**config.mk**
```make
export PLATFORM = sky130hd
export DESIGN_NAME = tlb_swmgr_top
export DESIGN_NICKNAME = d
export VERILOG_FILES = /design/src/rtl/tlb_pkg.sv /design/src/rtl/tlb_entry_store.sv /design/src/rtl/tlb_zone_perm.sv /design/src/rtl/tlb_swmgr_top.sv
export SDC_FILE = /design/constraint.sdc
export NUM_CORES = 1
export LEC_CHECK = 0
export BUFFER_PORTS_ARGS = -buffer_cell sky130_fd_sc_hd__buf_2
export CORE_ASPECT_RATIO = 1.25
export CORE_MARGIN = 4
export CORE_UTILIZATION = 50
export CTS_CLUSTER_DIAMETER = 120
export DETAILED_ROUTE_END_ITERATION = 6
export GPL_TIMING_DRIVEN = 0
export PLACE_DENSITY_LB_ADDON = 0.3
export SETUP_SLACK_MARGIN = 0.02
export SYNTH_ARGS = -nofsm -noshare
export SYNTH_HDL_FRONTEND = slang
export SYNTH_HIERARCHICAL = 1
export SYNTH_SLANG_ARGS = --single-unit
```
**constraint.sdc**
```tcl
create_clock -name clk -period 7.9 [get_ports clk]
set_input_delay 0.79 -clock clk [delete_from_list [all_inputs] [get_ports clk]]
set_output_delay 0.79 -clock clk [all_outputs]
set_load 0.01 [all_outputs]
```
**src/rtl/tlb_pkg.sv**
```systemverilog
package tlb_pkg;
  typedef enum logic [2:0] {
    OP_WR_ENT  = 3'd0,
    OP_RD_ENT  = 3'd1,
    OP_INV_ENT = 3'd2,
    OP_WR_ZONE = 3'd3,
    OP_WR_RGN  = 3'd4
  } tlb_op_e;

  typedef enum logic [1:0] {
    ACC_RD = 2'd0,
    ACC_WR = 2'd1,
    ACC_EX = 2'd2
  } tlb_acc_e;

  typedef enum logic [1:0] {
    ZM_KEEP     = 2'd0,
    ZM_USR_DENY = 2'd1,
    ZM_FULL     = 2'd2,
    ZM_NO_WR    = 2'd3
  } tlb_zmode_e;
endpackage

```
**src/rtl/tlb_entry_store.sv**
```systemverilog
module tlb_entry_store #(
  parameter int N_ENT  = 8,
  parameter int TAG_W  = 20,
  parameter int PPN_W  = 20,
  parameter int ZIDX_W = 4,
  localparam int IDX_W = $clog2(N_ENT)
) (
  input  logic              clk,
  input  logic              rst_n,
  input  logic              wr_en,
  input  logic              inv_en,
  input  logic [IDX_W-1:0]  wr_idx,
  input  logic [TAG_W-1:0]  wr_tag,
  input  logic [PPN_W-1:0]  wr_ppn,
  input  logic [ZIDX_W-1:0] wr_zone,
  input  logic [2:0]        wr_perm,
  input  logic [1:0]        wr_attr,
  input  logic [TAG_W-1:0]  lk_tag,
  output logic [N_ENT-1:0]  hit_vec,
  output logic [PPN_W-1:0]  sel_ppn,
  output logic [ZIDX_W-1:0] sel_zone,
  output logic [2:0]        sel_perm,
  output logic [1:0]        sel_attr,
  input  logic [IDX_W-1:0]  rd_idx,
  output logic              rd_vld,
  output logic [TAG_W-1:0]  rd_tag,
  output logic [PPN_W-1:0]  rd_ppn,
  output logic [ZIDX_W-1:0] rd_zone,
  output logic [2:0]        rd_perm,
  output logic [1:0]        rd_attr
);
  typedef struct packed {
    logic              vld;
    logic [TAG_W-1:0]  tag;
    logic [PPN_W-1:0]  ppn;
    logic [ZIDX_W-1:0] zone;
    logic [2:0]        perm;
    logic [1:0]        attr;
  } ent_t;

  ent_t             ent_q [N_ENT];
  ent_t             ent_d [N_ENT];
  logic [N_ENT-1:0] ent_we;

  for (genvar g = 0; g < N_ENT; g++) begin : g_ent
    always_comb begin
      ent_d[g]  = ent_q[g];
      ent_we[g] = (wr_en || inv_en) && (wr_idx == IDX_W'(g));
      if (wr_en) begin
        ent_d[g] = '{vld: 1'b1, tag: wr_tag, ppn: wr_ppn, zone: wr_zone,
                     perm: wr_perm, attr: wr_attr};
      end else begin
        ent_d[g].vld = 1'b0;
      end
    end

    always_ff @(posedge clk or negedge rst_n) begin
      if (!rst_n)          ent_q[g] <= '0;
      else if (ent_we[g])  ent_q[g] <= ent_d[g];
    end

    assign hit_vec[g] = ent_q[g].vld && (ent_q[g].tag == lk_tag);
  end

  // OR-select; meaningful only when a single entry matches
  always_comb begin
    sel_ppn  = '0;
    sel_zone = '0;
    sel_perm = '0;
    sel_attr = '0;
    for (int i = 0; i < N_ENT; i++) begin
      if (hit_vec[i]) begin
        sel_ppn  = sel_ppn  | ent_q[i].ppn;
        sel_zone = sel_zone | ent_q[i].zone;
        sel_perm = sel_perm | ent_q[i].perm;
        sel_attr = sel_attr | ent_q[i].attr;
      end
    end
  end

  assign rd_vld  = ent_q[rd_idx].vld;
  assign rd_tag  = ent_q[rd_idx].tag;
  assign rd_ppn  = ent_q[rd_idx].ppn;
  assign rd_zone = ent_q[rd_idx].zone;
  assign rd_perm = ent_q[rd_idx].perm;
  assign rd_attr = ent_q[rd_idx].attr;

  p_write_lands_r1: assert property (@(posedge clk) disable iff (!rst_n)
    wr_en |=> (ent_q[$past(wr_idx)].vld && ent_q[$past(wr_idx)].tag == $past(wr_tag)
               && ent_q[$past(wr_idx)].ppn == $past(wr_ppn)));

  p_inv_clears_r4: assert property (@(posedge clk) disable iff (!rst_n)
    (inv_en && !wr_en) |=> !ent_q[$past(wr_idx)].vld);
endmodule

```
**src/rtl/tlb_zone_perm.sv**
```systemverilog
module tlb_zone_perm
  import tlb_pkg::*;
#(
  parameter int ZONES  = 16,
  localparam int ZIDX_W = $clog2(ZONES),
  localparam int ZREG_W = 2 * ZONES
) (
  input  logic [ZREG_W-1:0] zone_reg,
  input  logic [ZIDX_W-1:0] zone_idx,
  input  logic              user,
  input  logic [2:0]        ent_perm,
  input  logic [1:0]        acc,
  output logic              allowed
);
  logic [1:0] mode;
  logic [2:0] eff;

  assign mode = zone_reg[2*zone_idx +: 2];

  always_comb begin
    case (mode)
      ZM_USR_DENY: eff = user ? 3'b000 : ent_perm;
      ZM_FULL:     eff = 3'b111;
      ZM_NO_WR:    eff = ent_perm & 3'b101;
      default:     eff = ent_perm;
    endcase
    case (acc)
      ACC_WR:  allowed = eff[1];
      ACC_EX:  allowed = eff[2];
      default: allowed = eff[0];
    endcase
  end

  always_comb begin
    if (mode == ZM_NO_WR && acc == ACC_WR)
      a_no_write_r9: assert (!allowed);
    if (mode == ZM_USR_DENY && user)
      a_user_deny_r7: assert (!allowed);
  end
endmodule

```
**src/rtl/tlb_swmgr_top.sv**
```systemverilog
module tlb_swmgr_top
  import tlb_pkg::*;
#(
  parameter int N_ENT   = 8,
  parameter int VA_W    = 32,
  parameter int PA_W    = 32,
  parameter int OFF_W   = 12,
  parameter int ZONES   = 16,
  parameter int REGIONS = 8,
  localparam int IDX_W  = $clog2(N_ENT),
  localparam int TAG_W  = VA_W - OFF_W,
  localparam int PPN_W  = PA_W - OFF_W,
  localparam int ZIDX_W = $clog2(ZONES),
  localparam int RGN_W  = $clog2(REGIONS),
  localparam int CDAT_W = 2 * ZONES,
  localparam int RREG_W = 2 * REGIONS,
  localparam int CNT_W  = IDX_W + 1
) (
  input  logic              clk,
  input  logic              rst_n,
  input  logic              lk_valid,
  input  logic [VA_W-1:0]   lk_vaddr,
  input  logic              lk_user,
  input  logic [1:0]        lk_acc,
  input  logic              xlat_en,
  input  logic              cmd_valid,
  input  logic              cmd_user,
  input  logic [2:0]        cmd_op,
  input  logic [IDX_W-1:0]  cmd_idx,
  input  logic [TAG_W-1:0]  cmd_tag,
  input  logic [PPN_W-1:0]  cmd_ppn,
  input  logic [ZIDX_W-1:0] cmd_zone,
  input  logic [2:0]        cmd_perm,
  input  logic [1:0]        cmd_attr,
  input  logic [CDAT_W-1:0] cmd_data,
  output logic              res_valid,
  output logic [PA_W-1:0]   res_paddr,
  output logic [1:0]        res_attr,
  output logic              res_hit,
  output logic              res_miss,
  output logic              res_multi,
  output logic              res_fault,
  output logic              cmd_err,
  output logic              rd_valid,
  output logic              rd_vld,
  output logic [TAG_W-1:0]  rd_tag,
  output logic [PPN_W-1:0]  rd_ppn,
  output logic [ZIDX_W-1:0] rd_zone,
  output logic [2:0]        rd_perm,
  output logic [1:0]        rd_attr
);
  // ---------------- command decode ----------------
  logic cmd_ok, cmd_bad, do_wr, do_inv, do_rd, do_zone, do_rgn;
  assign cmd_bad = cmd_valid && (cmd_user || cmd_op > OP_WR_RGN);
  assign cmd_ok  = cmd_valid && !cmd_bad;
  assign do_wr   = cmd_ok && (cmd_op == OP_WR_ENT);
  assign do_rd   = cmd_ok && (cmd_op == OP_RD_ENT);
  assign do_inv  = cmd_ok && (cmd_op == OP_INV_ENT);
  assign do_zone = cmd_ok && (cmd_op == OP_WR_ZONE);
  assign do_rgn  = cmd_ok && (cmd_op == OP_WR_RGN);

  logic [CDAT_W-1:0] zone_q, zone_d;
  logic [RREG_W-1:0] rgn_q, rgn_d;

  always_comb begin
    zone_d = do_zone ? cmd_data : zone_q;
    rgn_d  = do_rgn  ? cmd_data[RREG_W-1:0] : rgn_q;
  end

  always_ff @(posedge clk or negedge rst_n) begin
    if (!rst_n) begin
      zone_q  <= '0;
      rgn_q   <= '0;
      cmd_err <= 1'b0;
    end else begin
      if (do_zone) zone_q <= zone_d;
      if (do_rgn)  rgn_q  <= rgn_d;
      cmd_err <= cmd_bad;
    end
  end

  // ---------------- entry store ----------------
  logic [N_ENT-1:0]  hit_vec;
  logic [PPN_W-1:0]  sel_ppn, st_ppn;
  logic [ZIDX_W-1:0] sel_zone, st_zone;
  logic [2:0]        sel_perm, st_perm;
  logic [1:0]        sel_attr, st_attr;
  logic [TAG_W-1:0]  st_tag;
  logic              st_vld;

  tlb_entry_store #(.N_ENT(N_ENT), .TAG_W(TAG_W), .PPN_W(PPN_W), .ZIDX_W(ZIDX_W)) u_store (
    .clk(clk), .rst_n(rst_n),
    .wr_en(do_wr), .inv_en(do_inv), .wr_idx(cmd_idx),
    .wr_tag(cmd_tag), .wr_ppn(cmd_ppn), .wr_zone(cmd_zone),
    .wr_perm(cmd_perm), .wr_attr(cmd_attr),
    .lk_tag(lk_vaddr[VA_W-1:OFF_W]),
    .hit_vec(hit_vec), .sel_ppn(sel_ppn), .sel_zone(sel_zone),
    .sel_perm(sel_perm), .sel_attr(sel_attr),
    .rd_idx(cmd_idx), .rd_vld(st_vld), .rd_tag(st_tag), .rd_ppn(st_ppn),
    .rd_zone(st_zone), .rd_perm(st_perm), .rd_attr(st_attr)
  );

  always_ff @(posedge clk or negedge rst_n) begin
    if (!rst_n) begin
      rd_valid <= 1'b0;
      rd_vld   <= 1'b0;
      rd_tag   <= '0;
      rd_ppn   <= '0;
      rd_zone  <= '0;
      rd_perm  <= '0;
      rd_attr  <= '0;
    end else begin
      rd_valid <= do_rd;
      if (do_rd) begin
        rd_vld  <= st_vld;
        rd_tag  <= st_tag;
        rd_ppn  <= st_ppn;
        rd_zone <= st_zone;
        rd_perm <= st_perm;
        rd_attr <= st_attr;
      end
    end
  end

  // ---------------- lookup ----------------
  logic              allowed;
  logic [CNT_W-1:0]  hcnt;
  logic [RGN_W-1:0]  rgn;
  logic [PA_W-1:0]   n_pa;
  logic [1:0]        n_attr;
  logic              n_hit, n_miss, n_multi, n_fault;

  tlb_zone_perm #(.ZONES(ZONES)) u_perm (
    .zone_reg(zone_q), .zone_idx(sel_zone), .user(lk_user),
    .ent_perm(sel_perm), .acc(lk_acc), .allowed(allowed)
  );

  assign rgn = lk_vaddr[VA_W-1 -: RGN_W];

  always_comb begin
    hcnt = '0;
    for (int i = 0; i < N_ENT; i++) hcnt = hcnt + CNT_W'(hit_vec[i]);
    n_pa    = '0;
    n_attr  = '0;
    n_hit   = 1'b0;
    n_miss  = 1'b0;
    n_multi = 1'b0;
    n_fault = 1'b0;
    if (!xlat_en) begin
      n_hit  = 1'b1;
      n_pa   = PA_W'(lk_vaddr);
      n_attr = rgn_q[2*rgn +: 2];
    end else if (hcnt == CNT_W'(1)) begin
      n_hit   = 1'b1;
      n_pa    = {sel_ppn, lk_vaddr[OFF_W-1:0]};
      n_attr  = sel_attr;
      n_fault = !allowed;
    end else begin
      n_miss  = 1'b1;
      n_multi = (hcnt > CNT_W'(1));
    end
  end

  always_ff @(posedge clk or negedge rst_n) begin
    if (!rst_n) begin
      res_valid <= 1'b0;
      res_paddr <= '0;
      res_attr  <= '0;
      res_hit   <= 1'b0;
      res_miss  <= 1'b0;
      res_multi <= 1'b0;
      res_fault <= 1'b0;
    end else begin
      res_valid <= lk_valid;
      if (lk_valid) begin
        res_paddr <= n_pa;
        res_attr  <= n_attr;
        res_hit   <= n_hit;
        res_miss  <= n_miss;
        res_multi <= n_multi;
        res_fault <= n_fault;
      end
    end
  end

  // ---------------- assertions ----------------
  p_user_cmd_rej_r2: assert property (@(posedge clk) disable iff (!rst_n)
    (cmd_valid && cmd_user) |=> cmd_err);

  p_zone_hold_r2: assert property (@(posedge clk) disable iff (!rst_n)
    (cmd_valid && cmd_user) |=> $stable(zone_q) && $stable(rgn_q));

  p_hit_xor_miss_r4: assert property (@(posedge clk) disable iff (!rst_n)
    res_valid |-> (res_hit != res_miss));

  p_fault_on_hit_r6: assert property (@(posedge clk) disable iff (!rst_n)
    (res_valid && res_fault) |-> res_hit);

  p_multi_is_miss_r10: assert property (@(posedge clk) disable iff (!rst_n)
    (res_valid && res_multi) |-> (res_miss && !res_fault));

  p_xlat_off_ident_r5: assert property (@(posedge clk) disable iff (!rst_n)
    (lk_valid && !xlat_en) |=> (res_hit && !res_fault && res_paddr == PA_W'($past(lk_vaddr))));
endmodule

```
# == Word-level counts from Yosys, hierarchy flattened ==
# Cells that the tools add are included.
# word_totals
regBits,539
inputBits,128
output_inout_bits,91
elab_cells,219
# classes
addsub,7
order_cmp,3
eq_ne,25
n_shift,2
n_mux,51
bitwise,29
n_reduce_logical,37
# ops
operator,count
$eq A20 B20 Y1,8
$mux W20,8
$bmux W50 S3,1
$or A20 B20 Y20,7
$mux W50,2
$mux W32,2
$mux W4,8
$shiftx A32 B6 Y2,1
$or A4 B4 Y4,7
$mux W3,9
$logic_and A1 B1 Y1,23
$or A3 B3 Y3,7
$mux W2,10
$add A4 B1 Y4,4
$reduce_and A2 Y1,8
$shiftx A16 B5 Y2,1
$eq A3 B3 Y1 const B,5
$or A2 B2 Y2,7
$eq A3 B2 Y1 const B,4
$mux W1,9
$pmux W3 S3,1
$eq A2 B2 Y1 const B,3
$eq A3 B1 Y1 const B,2
$logic_not A3 Y1,2
12 further kinds,15

# == Depth between registers and ports, before layout ==
# depth
ltp_word,24
ltp_mapped,19
ltp_nobuf,15

# == Modules after synthesis ==
# The synthesis kept the hierarchy.
# by_module_without_submodules
module,n_inst,cells_each,area_per_inst_um2,seq_area_each_um2
tlb_entry_store,1,1689,21932.3,10009.6
tlb_swmgr_top,1,414,5736.8,3478.3
tlb_zone_perm,1,41,421.7,0.0

# == Least setup slack after synthesis ==
# OpenSTA, ideal clock, no wires.
# synth_path
kind,input -> register
startpoint,input port lk_vaddr[19]
endpoint,register res_paddr[14]
t_arrival_ns,5.006
path_slack_ns,2.816
path_stages,19
n_path_buf,4
path_cell_list,buf_2 xnor2_1 nand4_1 nor4_2 buf_2 and2_1 fa_1 inv_1 fa_1 fa_1 inv_1 ha_1 fa_1 inv_1 and3_1 clkbuf_1 clkbuf_1 a32oi_1 a21oi_1
# synth_via
word_cells_on_any_way,41
cone_classes,7 x add/sub; 9 x eq/ne; 10 x mux; 7 x bitwise; 8 x reduce/logical
# synth_lines
element,line_no,text
start: declaration,tlb_swmgr_top.sv:22,"input logic [VA_W-1:0] lk_vaddr,"
$eq A20 B20 Y1 (*),tlb_entry_store.sv:62,assign hit_vec[g] = ent_q[g].vld && (ent_q[g].tag == lk_tag);
$logic_and A1 B1 Y1 (*),tlb_entry_store.sv:62,
net hit_vec[1],tlb_swmgr_top.sv:83,logic [N_ENT-1:0] hit_vec;
"parallel branches: the longest is 13 deep, another holds $add A3 B1 Y4",n/a,
$mux W32 (*),tlb_swmgr_top.sv:153,end else if (hcnt == CNT_W'(1)) begin
$mux W32 (*),tlb_swmgr_top.sv:149,if (!xlat_en) begin
end signal: assignment,tlb_swmgr_top.sv:176,res_paddr <= n_pa;
end: declaration,tlb_swmgr_top.sv:37,"output logic [PA_W-1:0] res_paddr,"
# Mark *: on every way through the listed nets, which the timed path passes.
# A chain may end at the register's enable or synchronous reset.

# == Worst setup path in the final report ==
# layout_path
startpoint,input port lk_vaddr[19]
endpoint,register res_paddr[29]
# Same word-level chain as after synthesis.

==> reports/metrics.cfg <==
[status]
outcome = complete, no violations

[placement]
io_buffers = 214
dp_cells = 3097
hpwl_mm = 63.5
gp_congestion = 0.954

[clock_tree]
cts_setup_buffers = 0
post_cts_hold_buffer_count = 0
cts_sinks = 539
worstSkewPairLatency_ns = 0.62
cts-root-buf = clkbuf_16
postCtsResizedCells = 0
ctsHtreeMaxLevel = 2
clk_transition_reported_paths_ns = 0.06
numCtsBuffers = 55
tritoncts = yes
cts-root-to-sink-buffers = 3

[timing]
finalHoldViolations = 0
final.setup.tns_ns = 0
clock-skew-final_ns = 0.0188
post-route-min-period_ns = 6.55
fmax_mhz = 153
whs_ns = 0.184
max_slew_margin_vs_limit_pct = 25.5
finalSetupViolCount = 0
min_period_over_period_pct = 82.9
tightest_slew_ns = 1.11
maxSlewViolCount = 0
unrepaired_setup_endpoints_after_global_routing = false

[logic_synthesis]
post-synth-top-area-cell = dfrtp_1
post_synth.cell_area_avg_um2 = 13.1
synth_most_common_cell = dfrtp_1
mappedNetlistNets = 2281
netlist_top_cells_area = dfrtp_1, mux2_2, mux4_2
async_reset_ff_share_pct = 100
synth_seq_area_share_pct = 48.0
ys_warn_count = 6
number_of_synthesized_flops_with_an_enable_pin = 0
netlist.area_leader.share_pct = 48.0
post_synth_num_cell_types = 59
synth_top_cells_by_count = dfrtp_1, mux2_2, nand3_1, xnor2_1, mux4_2
synth-seq-cells = 539
postSynthCellCount = 2144
dominantRegCellSynth = dfrtp_1
post_synth_instance_area_um2 = 28100

[global_route]
globalRouteTotalUtil_pct = 30.0
grt_antenna_before_repair = 9
grt_first_pass_wirelength_mm = 135
grt.overflow.total = 0
grt_start_max_net_pins = 127
grt_pass1_vias = 20900

[job]
timing.max_cap.violations = 0

[final_layout]
syn_to_final_growth_pct = 14.9
drive_above_1_share_pct = 43.9
final-instance-count-excl-fill = 3206
design.final.nets = 2556
num-fill-cells = 4526

[power_and_ir_drop]
power_leakage_uw = 0.0149
vdd_drop_max_uv = 174
power-per-cell-area_nw_per_um2 = 223

[critical_path]
worst-endpoint-arrival_ns = 7.08
critPathMaxFanout = 10
data_required_critical_path_ns = 8.43
r2r_slack_ns = 1.50
worstSetupStartpointType = input pin
worst_setup_path_end_kind = flop
critPathKind = input pin to flop

[detailed_routing]
detail_route.drc_violations = 0
drtPass1Iterations = 6
post_drt_wl_per_cell_um = 28.2
total_detailed_routing_wirelength_mm = 90.3
drt_first_iter_violations = 2256
detail-route-antenna-nets = 0
vias = 20200
drt-vias-per-instance = 6.30

[floorplan]
fp.dieH_um = 273
width_of_the_chip_um = 220
start_util_pct = 50.8
top_level_i_o_count = 219
floorplan.die_area_um2 = 60100
core_area_um2 = 55300
rows = 96

[min_path]
min-delay-path-class = input pin to async pin

[routing by layer]
layer / wire (um) / GRT usage [%] / vias to the layer above
li1: - / - / 8495
met1: 33500 / 38.2 / 10300
met2: 42700 / 48.0 / 1130
met3: 8960 / 8.32 / 289
met4: 5110 / 13.4 / 6
met5: 40 / 0 / -
[cells by family (layout without fill, tap and decap cells)]
kind of cell    after synthesis  count (layout)  synth area share (%)
compound gates              141             141                  3.13
xor+xnor                    160             160                  5.07
fa+ha+maj                     9               9                 0.508
buf+inv                     230             549                  4.90
flops                       539             539                  48.0
mux                         633             633                  29.8
other cells                   0               8                     0
simple gates                432             432                  8.58
[cell usage in the layout, fill, tap and decap left out, drive strengths merged, types with 31 or more instances in the layout]
cell    synthesis  final
inv            57     58
xnor2         113    113
nand3         184    184
a31oi          32     32
xor2           47     47
nand4          54     54
buf           122    340
nand2          56     56
mux4          110    110
o21ai          41     41
nor3           31     31
dfrtp         539    539
clkbuf         49    119
mux2          513    513
[worst max-delay path: stages]
cell and delay, ns:
buf_2 0.21, buf_2 0.30, xnor2_1 0.21, nand4_1 0.28, nor4_2 0.89, buf_2 0.44, and2_1 0.20, fa_1 0.42
inv_1 0.08, fa_1 0.43, fa_1 0.51, inv_1 0.05, ha_1 0.21, fa_1 0.48, inv_1 0.10, and3_1 0.15
clkbuf_1 0.22, clkbuf_1 0.59, a32oi_1 0.32, a21oi_1 0.20
[where the power goes]
group | switching, uW | internal [uW]
clock | 1150 | 1800
sequential | 208 | 3050
combinational | 480 | 498
[state kept, by name, summed over array words and instances, names as in the netlist, 3 cells and up]
name,count
res_paddr,32
u_store/ent_q,400
rd_zone,4
rd_perm,3
rgn_q,16
zone_q,32
rd_ppn,20
rd_tag,20
[path summary, 6_finish.rpt]
check | startpoint | to | cells after the start
worst min register to register | rd_tag[15]$_DFFE_PN0P_ | rd_tag[15]$_DFFE_PN0P_ | 1
worst max-delay path | lk_vaddr[19] | res_paddr[29]$_DFFE_PN0P_ | 20
worst max register to register | u_store/ent_q[379]$_DFFE_PN0P_ | res_paddr[29]$_DFFE_PN0P_ | 18
worst min-delay path | rst_n | rd_tag[9]$_DFFE_PN0P_ | 1
min in group clk | lk_valid | res_valid$_DFF_PN0_ | 1
max in group asynchronous | rst_n | rd_ppn[4]$_DFFE_PN0P_ | 4
[stage by stage]
stage / worst slack, ns / cell area [um^2] / total power, uW / util, %
after floorplan: 2.82 / 28100 / 3850 / -
after global placement: -4.76 / 30100 / 4220 / 54.4
after detailed placement: 0.868 / 30200 / 4270 / 54.7
after CTS: 1.49 / 32300 / 7220 / 58.4
after global routing: 1.20 / 32300 / 7450 / 58.4
final: 1.35 / 32300 / 7190 / 58.4
[layout make-up]
type | count | area [um^2] | area share, %
timing repair buffer | 218 | 1190 | 3.69
clock inverter | 31 | 508 | 1.57
clock buffer | 70 | 1540 | 4.78
tap | 735 | 920 | 2.85
sequential | 539 | 13500 | 41.8
inverter | 57 | 214 | 0.663
buffer | 173 | 1160 | 3.61
antenna | 8 | 20.0 | 0.0620
multi-input combinational | 1375 | 13200 | 41.0
Power figures use the tool's default switching activity.
